## config.mk

```make
export PLATFORM = sky130hd
export DESIGN_NAME = i2c_chunk_seq
export DESIGN_NICKNAME = d
export VERILOG_FILES = /design/src/rtl/chunk_pkg.sv /design/src/rtl/chunk_addr_gen.sv /design/src/rtl/chunk_calc.sv /design/src/rtl/i2c_chunk_seq.sv
export SDC_FILE = /design/constraint.sdc
export NUM_CORES = 1
export LEC_CHECK = 0
export CORE_MARGIN = 3
export CORE_UTILIZATION = 30
export CTS_BUF_LIST = sky130_fd_sc_hd__clkbuf_4
export CTS_CLUSTER_SIZE = 24
export DETAILED_ROUTE_END_ITERATION = 16
export PLACE_DENSITY = 0.62
export SLEW_MARGIN = 20
export SYNTH_ARGS = -nofsm -noshare
export SYNTH_HDL_FRONTEND = slang
export SYNTH_SLANG_ARGS = --single-unit
```

## constraint.sdc

```tcl
create_clock -name clk -period 5.7 [get_ports clk]
set_clock_uncertainty 0.2 [all_clocks]
set_input_delay 0.57 -clock clk [delete_from_list [all_inputs] [get_ports clk]]
set_output_delay 0.57 -clock clk [all_outputs]
set_load 0.01 [all_outputs]
```

## src/rtl/chunk_pkg.sv

```systemverilog
// Shared types for the chunked I2C transfer sequencer.
// Assumes nothing beyond a 2-bit status encoding known to the client.
package chunk_pkg;

    typedef enum logic [1:0] {
        XS_OK      = 2'd0,
        XS_BAD_REQ = 2'd1,
        XS_ENGINE  = 2'd2,
        XS_SHORT   = 2'd3
    } xfer_status_e;

    typedef enum logic [2:0] {
        SQ_IDLE,
        SQ_PREP,
        SQ_ISSUE,
        SQ_WAIT,
        SQ_POST,
        SQ_ABORT,
        SQ_DONE
    } seq_state_e;

endpackage

```

## src/rtl/chunk_addr_gen.sv

```systemverilog
// Target address former and validator.
// Builds the low/high address bytes the engine sends and flags legal
// addresses. Assumes ADDR_W >= 10; the read/write bit is added by the engine.
module chunk_addr_gen #(
    parameter int ADDR_W = 11
) (
    input  logic [ADDR_W-1:0] addr,
    input  logic              ten,
    output logic [7:0]        lo,
    output logic [7:0]        hi,
    output logic              ok
);

    // Legal range and byte forming for both address modes
    always_comb begin
        if (ten) begin
            ok = ((addr >> 10) == '0);
            lo = addr[7:0];
        end else begin
            ok = ((addr >> 7) == '0);
            lo = {addr[6:0], 1'b0};
        end
        hi = {5'b11110, addr[9:8], 1'b0};
    end

endmodule

```

## src/rtl/chunk_calc.sv

```systemverilog
// Burst size and last-burst detection for the remaining byte count.
// Assumes remain is non-zero whenever the result is used.
module chunk_calc #(
    parameter int LEN_W = 8,
    parameter int BURST = 4
) (
    input  logic [LEN_W-1:0]            remain,
    output logic [$clog2(BURST):0]      count,
    output logic                        last
);

    localparam int CNT_W = $clog2(BURST);
    localparam logic [LEN_W-1:0] BURST_L = LEN_W'(BURST);

    // The last burst carries whatever remains; others are full
    always_comb begin
        last  = (remain <= BURST_L);
        count = last ? remain[CNT_W:0] : (CNT_W+1)'(BURST);
    end

endmodule

```

## src/rtl/i2c_chunk_seq.sv

```systemverilog
// Chunked I2C master transfer sequencer (top).
// Accepts one message, validates it, forms the address bytes, and issues
// it to a burst-limited byte engine as a chain of commands. Assumes the
// engine answers each data command with exactly one response and answers
// no response to an abort command.
module i2c_chunk_seq
    import chunk_pkg::*;
#(
    parameter int LEN_W  = 8,
    parameter int ADDR_W = 11,
    parameter int BURST  = 4,
    localparam int CNT_W = $clog2(BURST)
) (
    input  logic              clk,
    input  logic              rst_n,
    input  logic              req_start,
    input  logic [LEN_W-1:0]  req_len,
    input  logic              req_read,
    input  logic              req_combined,
    input  logic [ADDR_W-1:0] req_addr,
    input  logic              req_ten,
    output logic              busy,
    output logic              done,
    output logic [1:0]        status,
    output logic [7:0]        addr_lo,
    output logic [7:0]        addr_hi,
    output logic              addr_ten,
    output logic              cmd_valid,
    input  logic              cmd_ready,
    output logic [CNT_W-1:0]  cmd_cnt,
    output logic              cmd_read,
    output logic              cmd_chain,
    output logic              cmd_rpt,
    output logic              cmd_abort,
    input  logic              rsp_valid,
    input  logic              rsp_err,
    input  logic [CNT_W:0]    rsp_cnt,
    output logic              data_load,
    output logic              data_unload,
    output logic [LEN_W-1:0]  data_idx,
    output logic [CNT_W:0]    data_cnt
);

    localparam logic [LEN_W-1:0] STEP = LEN_W'(BURST);

    seq_state_e       state_q;
    xfer_status_e     status_q;
    logic [LEN_W-1:0] remain_q;
    logic [LEN_W-1:0] idx_q;
    logic             rd_q;
    logic             comb_q;
    logic [7:0]       lo_d, hi_d;
    logic             addr_ok;
    logic             req_ok;
    logic [CNT_W:0]   burst_cnt;
    logic             burst_last;

    chunk_addr_gen #(.ADDR_W(ADDR_W)) u_addr (
        .addr (req_addr),
        .ten  (req_ten),
        .lo   (lo_d),
        .hi   (hi_d),
        .ok   (addr_ok)
    );

    chunk_calc #(.LEN_W(LEN_W), .BURST(BURST)) u_calc (
        .remain (remain_q),
        .count  (burst_cnt),
        .last   (burst_last)
    );

    // A request is legal when its address fits the mode and it has bytes
    always_comb req_ok = addr_ok && (req_len != '0);

    // Sequencer state, burst bookkeeping and request latches
    always_ff @(posedge clk) begin
        if (!rst_n) begin
            state_q  <= SQ_IDLE;
            status_q <= XS_OK;
            remain_q <= '0;
            idx_q    <= '0;
            rd_q     <= 1'b0;
            comb_q   <= 1'b0;
            addr_lo  <= '0;
            addr_hi  <= '0;
            addr_ten <= 1'b0;
        end else begin
            case (state_q)
                SQ_IDLE: begin
                    if (req_start) begin
                        if (!req_ok) begin
                            status_q <= XS_BAD_REQ;
                            state_q  <= SQ_DONE;
                        end else begin
                            remain_q <= req_len;
                            idx_q    <= '0;
                            rd_q     <= req_read;
                            comb_q   <= req_combined;
                            addr_lo  <= lo_d;
                            addr_hi  <= hi_d;
                            addr_ten <= req_ten;
                            state_q  <= SQ_PREP;
                        end
                    end
                end
                SQ_PREP:  state_q <= SQ_ISSUE;
                SQ_ISSUE: if (cmd_ready) state_q <= SQ_WAIT;
                SQ_WAIT: begin
                    if (rsp_valid) begin
                        if (rsp_err) begin
                            status_q <= XS_ENGINE;
                            state_q  <= SQ_DONE;
                        end else if (rsp_cnt != burst_cnt) begin
                            status_q <= XS_SHORT;
                            state_q  <= (!burst_last || comb_q) ? SQ_ABORT : SQ_DONE;
                        end else begin
                            state_q <= SQ_POST;
                        end
                    end
                end
                SQ_POST: begin
                    if (burst_last) begin
                        status_q <= XS_OK;
                        state_q  <= SQ_DONE;
                    end else begin
                        remain_q <= remain_q - STEP;
                        idx_q    <= idx_q + 1'b1;
                        state_q  <= SQ_PREP;
                    end
                end
                SQ_ABORT: if (cmd_ready) state_q <= SQ_DONE;
                SQ_DONE:  state_q <= SQ_IDLE;
                default:  state_q <= SQ_IDLE;
            endcase
        end
    end

    // Command, strobe and status outputs decoded from the state
    always_comb begin
        busy        = (state_q != SQ_IDLE);
        done        = (state_q == SQ_DONE);
        status      = status_q;
        cmd_valid   = (state_q == SQ_ISSUE) || (state_q == SQ_ABORT);
        cmd_abort   = (state_q == SQ_ABORT);
        cmd_read    = rd_q;
        cmd_cnt     = cmd_abort ? '0 : CNT_W'(burst_cnt - 1'b1);
        cmd_chain   = (state_q == SQ_ISSUE) && !burst_last;
        cmd_rpt     = (state_q == SQ_ISSUE) && burst_last && comb_q;
        data_load   = (state_q == SQ_PREP) && !rd_q;
        data_unload = (state_q == SQ_POST) && rd_q;
        data_idx    = idx_q;
        data_cnt    = burst_cnt;
    end

endmodule

```

==> flow_summary.json <==
{
  "max_stage_delay_ns": 0.78,
  "yosysTopAreaCell": "dfxtp_1",
  "fin_crit_ns": 3.39,
  "dieArea_um2": 8540,
  "syn_avg_cell_area_um2": 7.86,
  "overflow": 0,
  "grt_pass1_vias": 2115,
  "drive_gt1_share_pct": 6.51,
  "powerDensity_nw_per_um2": 354,
  "critical_path_class": "flip-flop to primary output",
  "place_ws_ns": 2.43,
  "final.setup.tns_ns": 0,
  "setup_viol": 0,
  "clock_sinks": 35,
  "cts_tree": "built",
  "synth.area.top_cells": "dfxtp_1 (31%), mux2i_1 (6.3%), nor2_1 (5.0%), a21oi_1 (3.8%), o21ai_0 (3.6%)",
  "drt_iter0_drc": 170,
  "die_h_um": 92.4,
  "ys.flop_type": "dfxtp_1",
  "grt.total_usage_pct": 14.5,
  "syn_inst": 285,
  "cts_resized": 0,
  "cp-start-kind": "flip-flop",
  "fillers": 719,
  "coreArea_um2": 7020,
  "synth_cell_type_count": 54,
  "status": "finished, final reports clean",
  "viasPerCell": 5.36,
  "insertion_delay_ns": 0.36,
  "routedWlPerCell_um": 14.6,
  "fp.dieW_um": 92.4,
  "numPortBuffers": 69,
  "synth-seq-cells": 35,
  "netlist_area_um2": 2240,
  "worst_slew_pin_slew_ns": 0.860,
  "leakage_uw": 0.00104,
  "fin_ws_ns": 2.31,
  "yosysMostFrequentCell": "dfxtp_1",
  "worstPathArrival_ns": 2.62,
  "slew_violations": 0,
  "ir_drop_v": 0.000136,
  "rsz0062_at_grt": "no",
  "fmax_mhz": 295,
  "slowest_stage": "nor3b_1",
  "synth_top_cell_area_share_pct": 31.3,
  "critPathCaptureType": "primary output",
  "hp-class": "flip-flop to flip-flop",
  "root_buffer": "clkbuf_4",
  "timing.final.crit_share_pct": 59.5,
  "dp_hpwl_um": 4580,
  "cts_hold_buf": 0,
  "dpl-instance-area_um2": 2940,
  "drtPass1Iterations": 5,
  "ios": 72,
  "crit_chain": "nor3b_1 > and2_1 > clkdlybuf4s50_1",
  "drc": 0,
  "path_clk_slew_ns": 0.11,
  "antenna_found_initial": 0,
  "synthToLayoutAreaGrowth_pct": 35.0,
  "cts-buffers-inserted": 5,
  "place_congestion": 0.870,
  "rows": 30,
  "num_antenna_cells": 0,
  "ant_nets": 0,
  "cts_setup_buffers": 0,
  "routed_wirelength_um": 6320,
  "drv_cap": 0,
  "finish.instance_area_um2": 3030,
  "synth_top_cells_by_count": "dfxtp_1 (35), nor2_1 (30), nand2_1 (19)",
  "start_util_pct": 31.9,
  "slew_headroom_pct": 42.5,
  "critPathMaxFanout": 19,
  "vias": 2326,
  "cp_data_required_time_ns": 4.93,
  "fin_hold_ws_ns": 0.285,
  "ys_seq_area_share_pct": 31.3,
  "grt_max_degree": 27,
  "ys_warn_count": 0,
  "num-nets-final": 371,
  "grt_pass1_wl_um": 10200,
  "htreeDepth": 2,
  "finalHoldViolCount": 0,
  "clk_path_buf_depth": 2,
  "synth_edf_count": 0,
  "ys_async_sr_fraction_pct": 0
}
==> layout make-up <==
cell class | count | area, um^2 | share of cell area (%)
timing repair buffer | 70 | 698 | 23.1
clock buffer | 5 | 37.5 | 1.24
sequential | 35 | 701 | 23.2
clock inverter | 3 | 43.8 | 1.45
multi-input combinational | 215 | 1390 | 45.9
tap | 96 | 120 | 3.97
inverter | 10 | 37.5 | 1.24
==> placed cells by master, fill, tap and decap left out, types with 2 or more instances in the layout <==
master	netlist	layout
xnor2_1	2	2
a2bb2oi_1	2	2
mux2_2	2	2
clkbuf_4	0	5
or2_2	3	3
nand4_1	2	2
nor2_1	30	30
a31oi_1	2	2
nand2_1	19	19
o21ai_0	16	16
nor3_2	2	2
ha_1	3	3
nor2b_1	2	2
nand3_1	14	14
or4_1	8	8
a211oi_1	7	7
clkdlybuf4s50_1	0	69
nor3_1	9	9
nand2b_1	3	3
dfxtp_1	35	35
nor4_1	3	3
o311ai_0	2	2
xor2_1	2	2
o21a_1	2	2
o211ai_1	7	7
nor3b_1	4	4
mux2i_1	14	14
and3_1	3	3
and4_1	2	2
conb_1	1	2
a21oi_1	17	17
o32ai_1	2	2
or3_1	2	2
inv_1	10	10
o31ai_1	9	8
==> flip-flops by register name (all words and copies together) (netlist names) <==
name and count:
addr_hi 3, addr_lo 8, addr_ten 1, cmd_read 1
comb_q 1, data_idx 8, remain_q 8, state_q 3
status 2
==> cell families after synthesis <==
| family | Yosys count | share of synthesized area [%] |
|---|---|---|
| other | 1 | 0.167 |
| flip-flops | 35 | 31.3 |
| XOR/XNOR | 4 | 1.56 |
| buffers and inverters | 36 | 7.20 |
| AND/OR/NAND/NOR | 114 | 27.8 |
| multiplexers | 16 | 7.26 |
| AO/OA/AOI/OAI | 76 | 23.1 |
| adder cells (fa/ha/maj) | 3 | 1.68 |
==> worst paths after layout <==
path	slack, ns	from	endpoint	cells after the start
worst max-delay path	2.31	state_q[2]	data_unload	3
worst min register to register	0.29	addr_lo[0]	addr_lo[0]	2
worst max register to register	2.97	remain_q[2]	data_idx[4]	6
worst min-delay path	0.29	addr_lo[0]	addr_lo[0]	2
==> per-layer routing <==
| layer | global-route usage [%] | routed length (um) | up-vias |
|---|---|---|---|
| met5 | 0 | 0 | - |
| met4 | 4.46 | 97 | 0 |
| met3 | 5.36 | 613 | 11 |
| met2 | 22.3 | 2740 | 91 |
| met1 | 18.8 | 2870 | 1074 |
| li1 | - | - | 1150 |
==> stage by stage <==
step | cells | total power, uW | util [%]
2_1_floorplan | 286 | 692 | -
3_3_place_gp | 426 | 889 | 41.9
3_5_place_dp | 426 | 886 | 41.9
4_1_cts | 434 | 1080 | 43.0
5_1_grt | 434 | 1160 | 43.1
6_report | 434 | 1070 | 43.1
==> report_power, final <==
part	leakage [uW]	switching [uW]	internal (uW)	total (uW)
Clock	0.0000452	95.0	92.3	187
Sequential	0.000284	76.5	281	358
Combinational	0.000712	291	235	526
==> critical path, delay by kind of cell (launching register included) <==
kind,cells,cell delay (ns)
AND/OR/NAND/NOR,2,1.00
buffers and inverters,1,0.54
flip-flops,1,0.73
Power figures use the tool's default switching activity.
